**src/rtl/tmr_pkg.sv**
```systemverilog
package tmr_pkg;
  localparam int ADDR_W = 3;

  localparam logic [ADDR_W-1:0] OFS_CTRL   = 3'd0;
  localparam logic [ADDR_W-1:0] OFS_FLAGS  = 3'd1;
  localparam logic [ADDR_W-1:0] OFS_CMP_LO = 3'd2;
  localparam logic [ADDR_W-1:0] OFS_CMP_HI = 3'd3;
  localparam logic [ADDR_W-1:0] OFS_CNT_LO = 3'd4;
  localparam logic [ADDR_W-1:0] OFS_CNT_HI = 3'd5;

  // control byte bit positions
  localparam int CTRL_IE_BIT  = 7;
  localparam int CTRL_CLR_BIT = 3;
  localparam int FLAG_OVF_BIT = 0;

  typedef struct packed {
    logic       ovf_ie;
    logic       clr_on_cmp;
    logic [2:0] div_sel;
  } tmr_ctrl_t;
endpackage

```
**src/rtl/tmr_prescaler.sv**
```systemverilog
module tmr_prescaler #(
  parameter int SEL_W = 3
) (
  input  logic             clk,
  input  logic             rst_n,
  input  logic             restart,
  input  logic [SEL_W-1:0] div_sel,
  output logic             tick
);
  localparam int DIV_W = (1 << SEL_W) - 1;

  logic [DIV_W-1:0] div_q, div_d;
  logic [DIV_W:0]   one_shift;
  logic [DIV_W-1:0] mask;

  always_comb begin
    one_shift = (DIV_W+1)'(1) << div_sel;
    mask      = DIV_W'(one_shift - (DIV_W+1)'(1));
    tick      = ((div_q & mask) == mask) && !restart;
    div_d     = restart ? '0 : div_q + DIV_W'(1);
  end

  always_ff @(posedge clk or negedge rst_n) begin
    if (!rst_n) div_q <= '0;
    else        div_q <= div_d;
  end

  // a restart leaves the divider phase at zero
  a_r4_restart_phase: assert property (@(posedge clk) disable iff (!rst_n)
    restart |=> (div_q == '0));
endmodule

```
**src/rtl/tmr_count_core.sv**
```systemverilog
module tmr_count_core #(
  parameter int CNT_W = 16
) (
  input  logic             clk,
  input  logic             rst_n,
  input  logic             tick,
  input  logic             clr_on_cmp,
  input  logic [CNT_W-1:0] cmp_val,
  output logic [CNT_W-1:0] cnt,
  output logic             hit,
  output logic             wrap,
  output logic             mod_clear
);
  logic [CNT_W-1:0] cnt_q, cnt_d, cnt_inc;
  logic             hit_q, hit_d;
  logic             hold_zero;

  always_comb begin
    cnt_inc   = cnt_q + CNT_W'(1);
    hold_zero = clr_on_cmp && (cmp_val == '0);
    cnt_d     = cnt_q;
    hit_d     = 1'b0;
    wrap      = 1'b0;
    mod_clear = 1'b0;
    if (hold_zero) begin
      cnt_d = '0;
      hit_d = tick;
    end else if (clr_on_cmp && hit_q) begin
      cnt_d     = '0;
      mod_clear = 1'b1;
    end else if (tick) begin
      cnt_d = cnt_inc;
      hit_d = (cnt_inc == cmp_val);
      wrap  = (cnt_q == '1);
    end
  end

  always_ff @(posedge clk or negedge rst_n) begin
    if (!rst_n) begin
      cnt_q <= '0;
      hit_q <= 1'b0;
    end else begin
      cnt_q <= cnt_d;
      hit_q <= hit_d;
    end
  end

  assign cnt = cnt_q;
  assign hit = hit_q;

  // zero compare with clearing enabled pins the counter at zero
  a_r10_zero_hold: assert property (@(posedge clk) disable iff (!rst_n)
    hold_zero |=> (cnt_q == '0));
  // a match with clearing enabled zeroes the counter on the next clock
  a_r9_mod_clear: assert property (@(posedge clk) disable iff (!rst_n)
    (clr_on_cmp && hit_q && (cmp_val != '0)) |=> (cnt_q == '0));
  // the match pulse lasts one cycle
  a_r8_single_pulse: assert property (@(posedge clk) disable iff (!rst_n)
    (hit_q && !hold_zero && (cnt_q == cmp_val)) |=> !hit_q);
endmodule

```
**src/rtl/tmr_regs.sv**
```systemverilog
module tmr_regs
  import tmr_pkg::*;
#(
  parameter int CNT_W = 16
) (
  input  logic              clk,
  input  logic              rst_n,
  input  logic              wr_en,
  input  logic [ADDR_W-1:0] addr,
  input  logic [7:0]        wdata,
  output logic [7:0]        rdata,
  input  logic [CNT_W-1:0]  cnt,
  input  logic              wrap,
  output tmr_ctrl_t         ctrl,
  output logic [CNT_W-1:0]  cmp_val,
  output logic              ovf_flag,
  output logic              ctrl_wr
);
  localparam int HI_W = CNT_W - 8;

  tmr_ctrl_t        ctrl_q, ctrl_d;
  logic [CNT_W-1:0] cmp_q, cmp_d;
  logic             flag_q, flag_d;
  logic             flag_clr, cmp_lo_wr, cmp_hi_wr;

  always_comb begin
    ctrl_wr   = wr_en && (addr == OFS_CTRL);
    cmp_lo_wr = wr_en && (addr == OFS_CMP_LO);
    cmp_hi_wr = wr_en && (addr == OFS_CMP_HI);
    flag_clr  = wr_en && (addr == OFS_FLAGS) && wdata[FLAG_OVF_BIT];

    ctrl_d = ctrl_q;
    if (ctrl_wr) begin
      ctrl_d.ovf_ie     = wdata[CTRL_IE_BIT];
      ctrl_d.clr_on_cmp = wdata[CTRL_CLR_BIT];
      ctrl_d.div_sel    = wdata[2:0];
    end

    cmp_d = cmp_q;
    if (cmp_lo_wr) cmp_d[7:0]       = wdata;
    if (cmp_hi_wr) cmp_d[CNT_W-1:8] = wdata[HI_W-1:0];

    if (wrap)          flag_d = 1'b1;
    else if (flag_clr) flag_d = 1'b0;
    else               flag_d = flag_q;
  end

  always_ff @(posedge clk or negedge rst_n) begin
    if (!rst_n) begin
      ctrl_q <= '0;
      cmp_q  <= '0;
      flag_q <= 1'b0;
    end else begin
      if (ctrl_wr)                ctrl_q <= ctrl_d;
      if (cmp_lo_wr || cmp_hi_wr) cmp_q  <= cmp_d;
      flag_q <= flag_d;
    end
  end

  always_comb begin
    rdata = 8'h00;
    case (addr)
      OFS_CTRL: begin
        rdata[CTRL_IE_BIT]  = ctrl_q.ovf_ie;
        rdata[CTRL_CLR_BIT] = ctrl_q.clr_on_cmp;
        rdata[2:0]          = ctrl_q.div_sel;
      end
      OFS_FLAGS:  rdata[FLAG_OVF_BIT] = flag_q;
      OFS_CMP_LO: rdata = cmp_q[7:0];
      OFS_CMP_HI: rdata = 8'(cmp_q[CNT_W-1:8]);
      OFS_CNT_LO: rdata = cnt[7:0];
      OFS_CNT_HI: rdata = 8'(cnt[CNT_W-1:8]);
      default:    rdata = 8'h00;
    endcase
  end

  assign ctrl     = ctrl_q;
  assign cmp_val  = cmp_q;
  assign ovf_flag = flag_q;

  // a rollover sets the flag on the same edge
  a_r5_wrap_sets: assert property (@(posedge clk) disable iff (!rst_n)
    wrap |=> flag_q);
  // without a one written to the clear bit the flag stays set
  a_r6_flag_sticky: assert property (@(posedge clk) disable iff (!rst_n)
    (flag_q && !flag_clr) |=> flag_q);
endmodule

```
**src/rtl/prescaled_mod_timer.sv**
```systemverilog
module prescaled_mod_timer
  import tmr_pkg::*;
#(
  parameter int CNT_W = 16,
  parameter int SEL_W = 3
) (
  input  logic              clk,
  input  logic              rst_n,
  input  logic              wr_en,
  input  logic [ADDR_W-1:0] addr,
  input  logic [7:0]        wdata,
  output logic [7:0]        rdata,
  output logic              ovf_flag,
  output logic              irq,
  output logic              cmp_pulse
);
  logic [1:0]       rst_sync_q;
  logic             rst_int_n;
  tmr_ctrl_t        ctrl;
  logic [CNT_W-1:0] cmp_val, cnt;
  logic             ctrl_wr, tick, wrap, mod_clear, restart;

  always_ff @(posedge clk or negedge rst_n) begin
    if (!rst_n) rst_sync_q <= 2'b00;
    else        rst_sync_q <= {rst_sync_q[0], 1'b1};
  end
  assign rst_int_n = rst_sync_q[1];

  assign restart = ctrl_wr || mod_clear;

  tmr_regs #(.CNT_W(CNT_W)) regs_i (
    .clk(clk), .rst_n(rst_int_n), .wr_en(wr_en), .addr(addr), .wdata(wdata),
    .rdata(rdata), .cnt(cnt), .wrap(wrap), .ctrl(ctrl), .cmp_val(cmp_val),
    .ovf_flag(ovf_flag), .ctrl_wr(ctrl_wr)
  );

  tmr_prescaler #(.SEL_W(SEL_W)) presc_i (
    .clk(clk), .rst_n(rst_int_n), .restart(restart),
    .div_sel(ctrl.div_sel[SEL_W-1:0]), .tick(tick)
  );

  tmr_count_core #(.CNT_W(CNT_W)) core_i (
    .clk(clk), .rst_n(rst_int_n), .tick(tick), .clr_on_cmp(ctrl.clr_on_cmp),
    .cmp_val(cmp_val), .cnt(cnt), .hit(cmp_pulse), .wrap(wrap),
    .mod_clear(mod_clear)
  );

  assign irq = ovf_flag && ctrl.ovf_ie;
endmodule

```
**config.mk**
```make
export PLATFORM = sky130hd
export DESIGN_NAME = prescaled_mod_timer
export DESIGN_NICKNAME = d
export VERILOG_FILES = /design/src/rtl/tmr_pkg.sv /design/src/rtl/tmr_prescaler.sv /design/src/rtl/tmr_count_core.sv /design/src/rtl/tmr_regs.sv /design/src/rtl/prescaled_mod_timer.sv
export SDC_FILE = /design/constraint.sdc
export NUM_CORES = 1
export LEC_CHECK = 0
export BUFFER_PORTS_ARGS = -buffer_cell sky130_fd_sc_hd__buf_2
export CAP_MARGIN = 20
export CELL_PAD_IN_SITES_DETAIL_PLACEMENT = 1
export CELL_PAD_IN_SITES_GLOBAL_PLACEMENT = 1
export CORE_ASPECT_RATIO = 1.1
export CORE_MARGIN = 3
export CORE_UTILIZATION = 45
export CTS_CLUSTER_SIZE = 10
export DETAILED_ROUTE_END_ITERATION = 8
export GPL_TIMING_DRIVEN = 0
export PLACE_DENSITY_LB_ADDON = 0.3
export REMOVE_ABC_BUFFERS = 1
export SLEW_MARGIN = 20
export SYNTH_ARGS = -nofsm -noshare
export SYNTH_HDL_FRONTEND = slang
export SYNTH_SLANG_ARGS = --single-unit
```
**constraint.sdc**
```tcl
create_clock -name clk -period 1.8 [get_ports clk]
set_input_delay 0.09 -clock clk [delete_from_list [all_inputs] [get_ports clk]]
set_output_delay 0.09 -clock clk [all_outputs]
set_load 0.1 [all_outputs]
```
==> flow_summary.ini <==
[clock_network]
htreeDepth = 2
clk_path_buf_depth = 2
numCtsBuffers = 5
cts_root_buffer = clkbuf_8
cts_tree = yes
clkTransAtPathRegs_ns = 0.10
worstSkewPairLatency_ns = 0.32
cts.sinks = 48

[sta]
setup-violations-final = 20
skew_ns = 0.005724
layout_setup_ws_ns = -0.4570
slew_viol_final = 0
min_period_over_period_pct = 125.4
worst_pin_slew_ns = 0.7932
rsz0062_at_grt = yes
maxClockFrequency_mhz = 443.1
min_period_ns = 2.257
hold_viol = 0
whs_ns = 0.01188
max_slew_margin_pct = 46.93

[place]
io_buffers = 24
hpwl_mm = 5.794
place_inst = 391
place_area_sq_mm = 0.003136
finalWeightedCongestion = 0.8671

[floorplanning]
die_area_sq_mm = 0.007717
io_pins = 25
die_y_microns = 91.84
die_w_microns = 84.04
coreArea_sq_mm = 0.006344
start_util_pct = 47.51
rows = 30

[layout]
layout.nets = 352
final_area_sq_mm = 0.003659
syn2layout_area_growth_pct = 21.38
antennaDiodeCount = 0
fin_cells = 417
fillers = 690
drive_gt1_share_pct = 37.39

[critical_path]
worst-path-buf-inv = 0
crit_family = simple AND/OR/NAND/NOR gates
path_class = flop to flop
r2r_start = core_i.cnt[2]$_DFFE_PN0P_
cp_cell_sequence = and3_2 -> nand3_4 -> nor3_1 -> xnor2_1 -> nand2_1 -> or4_4 -> a21oi_2
worstPathArrival_ns = 2.51
max_stage_delay_ns = 0.51
startpoint = core_i.cnt[2]$_DFFE_PN0P_
start_kind = flop
cpMaxStageDelayCell = or4_4
critPathCaptureType = flop
cp.required_ns = 2.05
reg2regPathDepth = 7
worst-path-max-fanout = 9
cp_num_cells = 7

[synthesis]
synth_seq_cells = 48
synthArstFlopShare_pct = 100.0
synthFlopType = dfrtp_1
syn_area_sq_mm = 0.003014
synth_edf_count = 0
synth_area_per_cell_sq_um = 9.948
netlist_instances = 303
ys_seq_area_share_pct = 39.85
ys_warn_count = 0
yosysUniqueCellTypes = 53

[route]
drt-initial-drc-count = 201
first_pass_iters = 4
post_drt_wl_per_cell_microns = 22.48
drtAntennaViolNets = 0
drc = 0
viasPerCell = 6.139
finalWirelength_mm = 9.373
vias = 2560

[power]
p_comb_share_pct = 41.5
p_clk_share_pct = 18.8
leakage_nw = 1.529
cellInternalPower_mw = 2.565
p_per_area_mw_per_mm2 = 1211
swShare_pct = 42.11
seqPwrFrac_pct = 39.7
switching_power_mw = 1.866
vdd_drop_max_uv = 627.1
p_total_mw = 4.431

[worst_hold_path]
min_from = wdata[6]
min_path_cells = 2
min_path_type = primary input to flop

[run_status]
violations = negative setup slack
status = complete, but fails checks

[grt]
grt_pass1_vias = 2723
grt_max_degree = 26
grt_pass1_wl_mm = 14.70
grt_antenna_before_repair = 0
overflow = 0
track_usage_pct = 24.10

[flow_run]
cap_violations = 0
[power by group through the flow]
stage,Sequential (mW),Combinational [mW],Clock (mW)
finish,1.76,1.84,0.833
floorplan,1.58,1.04,0
detailed placement,1.72,1.29,0
CTS,1.73,1.59,0.852
global route,1.79,1.97,0.886
global placement,1.71,1.21,0
[state kept, by name, indices dropped and copies added (netlist names)]
signal           count
regs_i.cmp_val      16
regs_i.ctrl          5
presc_i.div_q        7
core_i.cnt          16
rst_sync_q           2
regs_i.ovf_flag      1
core_i.hit           1
[per-stage QoR]
stage | setup TNS (ns) | setup slack (ns) | utilization [%]
floorplan | -8.788 | -1.085 | -
global placement | -20.58 | -0.7084 | 48.97
detailed placement | -11.30 | -0.7475 | 49.43
CTS | -4.887 | -0.3508 | 54.85
global route | -7.614 | -0.5064 | 57.67
finish | -5.262 | -0.4570 | 57.67
[synth_stat cells, types with 2 or more instances]
master / instances / area share [%]
dfrtp_1: 48 / 40
nor2_1: 32 / 4.0
mux2_2: 24 / 9.0
xnor2_1: 19 / 5.5
xor2_1: 18 / 5.2
nand2_1: 16 / 2.0
a21oi_1: 12 / 2.0
o21ai_0: 12 / 2.0
mux2i_1: 11 / 3.7
nor3_1: 10 / 1.7
inv_1: 8 / 1.0
nand3_1: 7 / 1.2
o22ai_1: 7 / 1.5
clkbuf_1: 6 / 0.75
nand2b_1: 5 / 1.0
nor2b_1: 5 / 1.0
or3_1: 5 / 1.0
buf_6: 4 / 1.5
nand4_1: 4 / 0.83
nor4_1: 4 / 0.83
a31oi_1: 3 / 0.62
and2_1: 3 / 0.62
a22o_1: 2 / 0.58
a22oi_1: 2 / 0.50
and3_1: 2 / 0.42
buf_1: 2 / 0.25
clkbuf_2: 2 / 0.33
clkbuf_8: 2 / 0.91
ha_1: 2 / 0.83
nand3_2: 2 / 0.66
nor4b_2: 2 / 1.0
[repair_timing]
| item | CTS | global route |
|---|---|---|
| cloned | 2 | 0 |
| hold buffers | 1 | 0 |
| gates resized for setup | 37 | 29 |
| endpoints found under the hold margin | 2 | 0 |
| buffers inserted | 6 | 9 |
| pin swaps | 4 | 9 |
| setup endpoints to repair | 22 | 30 |
[final timing paths]
check	endpoint	slack (ns)
max	core_i.hit$_DFF_PN0_	-0.46
min	regs_i.cmp_val[14]$_DFFE_PN0P_	0.01
max reg2reg	core_i.hit$_DFF_PN0_	-0.46
min reg2reg	regs_i.cmp_val[12]$_DFFE_PN0P_	0.29
max in group asynchronous	core_i.cnt[7]$_DFFE_PN0P_	0.96
min in group asynchronous	rst_sync_q[1]$_DFF_PN0_	0.07
[per-layer routing]
layer | vias to the layer above | track usage, % | part of all wire [%]
met2 | 63 | 41.71 | 53
met5 | - | 0 | 0
met4 | 0 | 9.249 | 2.4
li1 | 1133 | - | -
met1 | 1345 | 29.41 | 41
met3 | 19 | 4.672 | 4.2
[layout make-up]
cell class / count / area, sq um / area share [%]
clock buffer: 5 / 68.82 / 1.881
clock inverter: 3 / 46.29 / 1.265
sequential: 48 / 1217 / 33.28
timing repair buffer: 41 / 319.1 / 8.721
inverter: 8 / 30.03 / 0.8208
multi-input combinational: 232 / 1877 / 51.30
tap: 80 / 100.1 / 2.736
[kinds of logic (layout without fill, tap and decap cells)]
logic type      after synthesis  count (layout)  share of synthesized area [%]
compound gates               46              46                          9.507
simple gates                108             110                          20.34
mux                          36              36                          13.37
flops                        48              48                          39.85
xor+xnor                     37              37                          10.75
buf+inv                      25              57                          5.230
other cells                   1               1                         0.1244
fa+ha+maj                     2               2                         0.8301
[placed cells by master (no fill, tap or decap), drive strengths merged, types with 7 or more instances in the layout]
cell type   n
xor2       18
o22ai       7
nor3       10
buf        40
mux2i      11
nand3      10
dfrtp      48
nand2      17
o21ai      12
a21oi      12
xnor2      19
nor2       32
mux2       24
inv         9
Note: power is estimated with default switching activity, not from simulation.
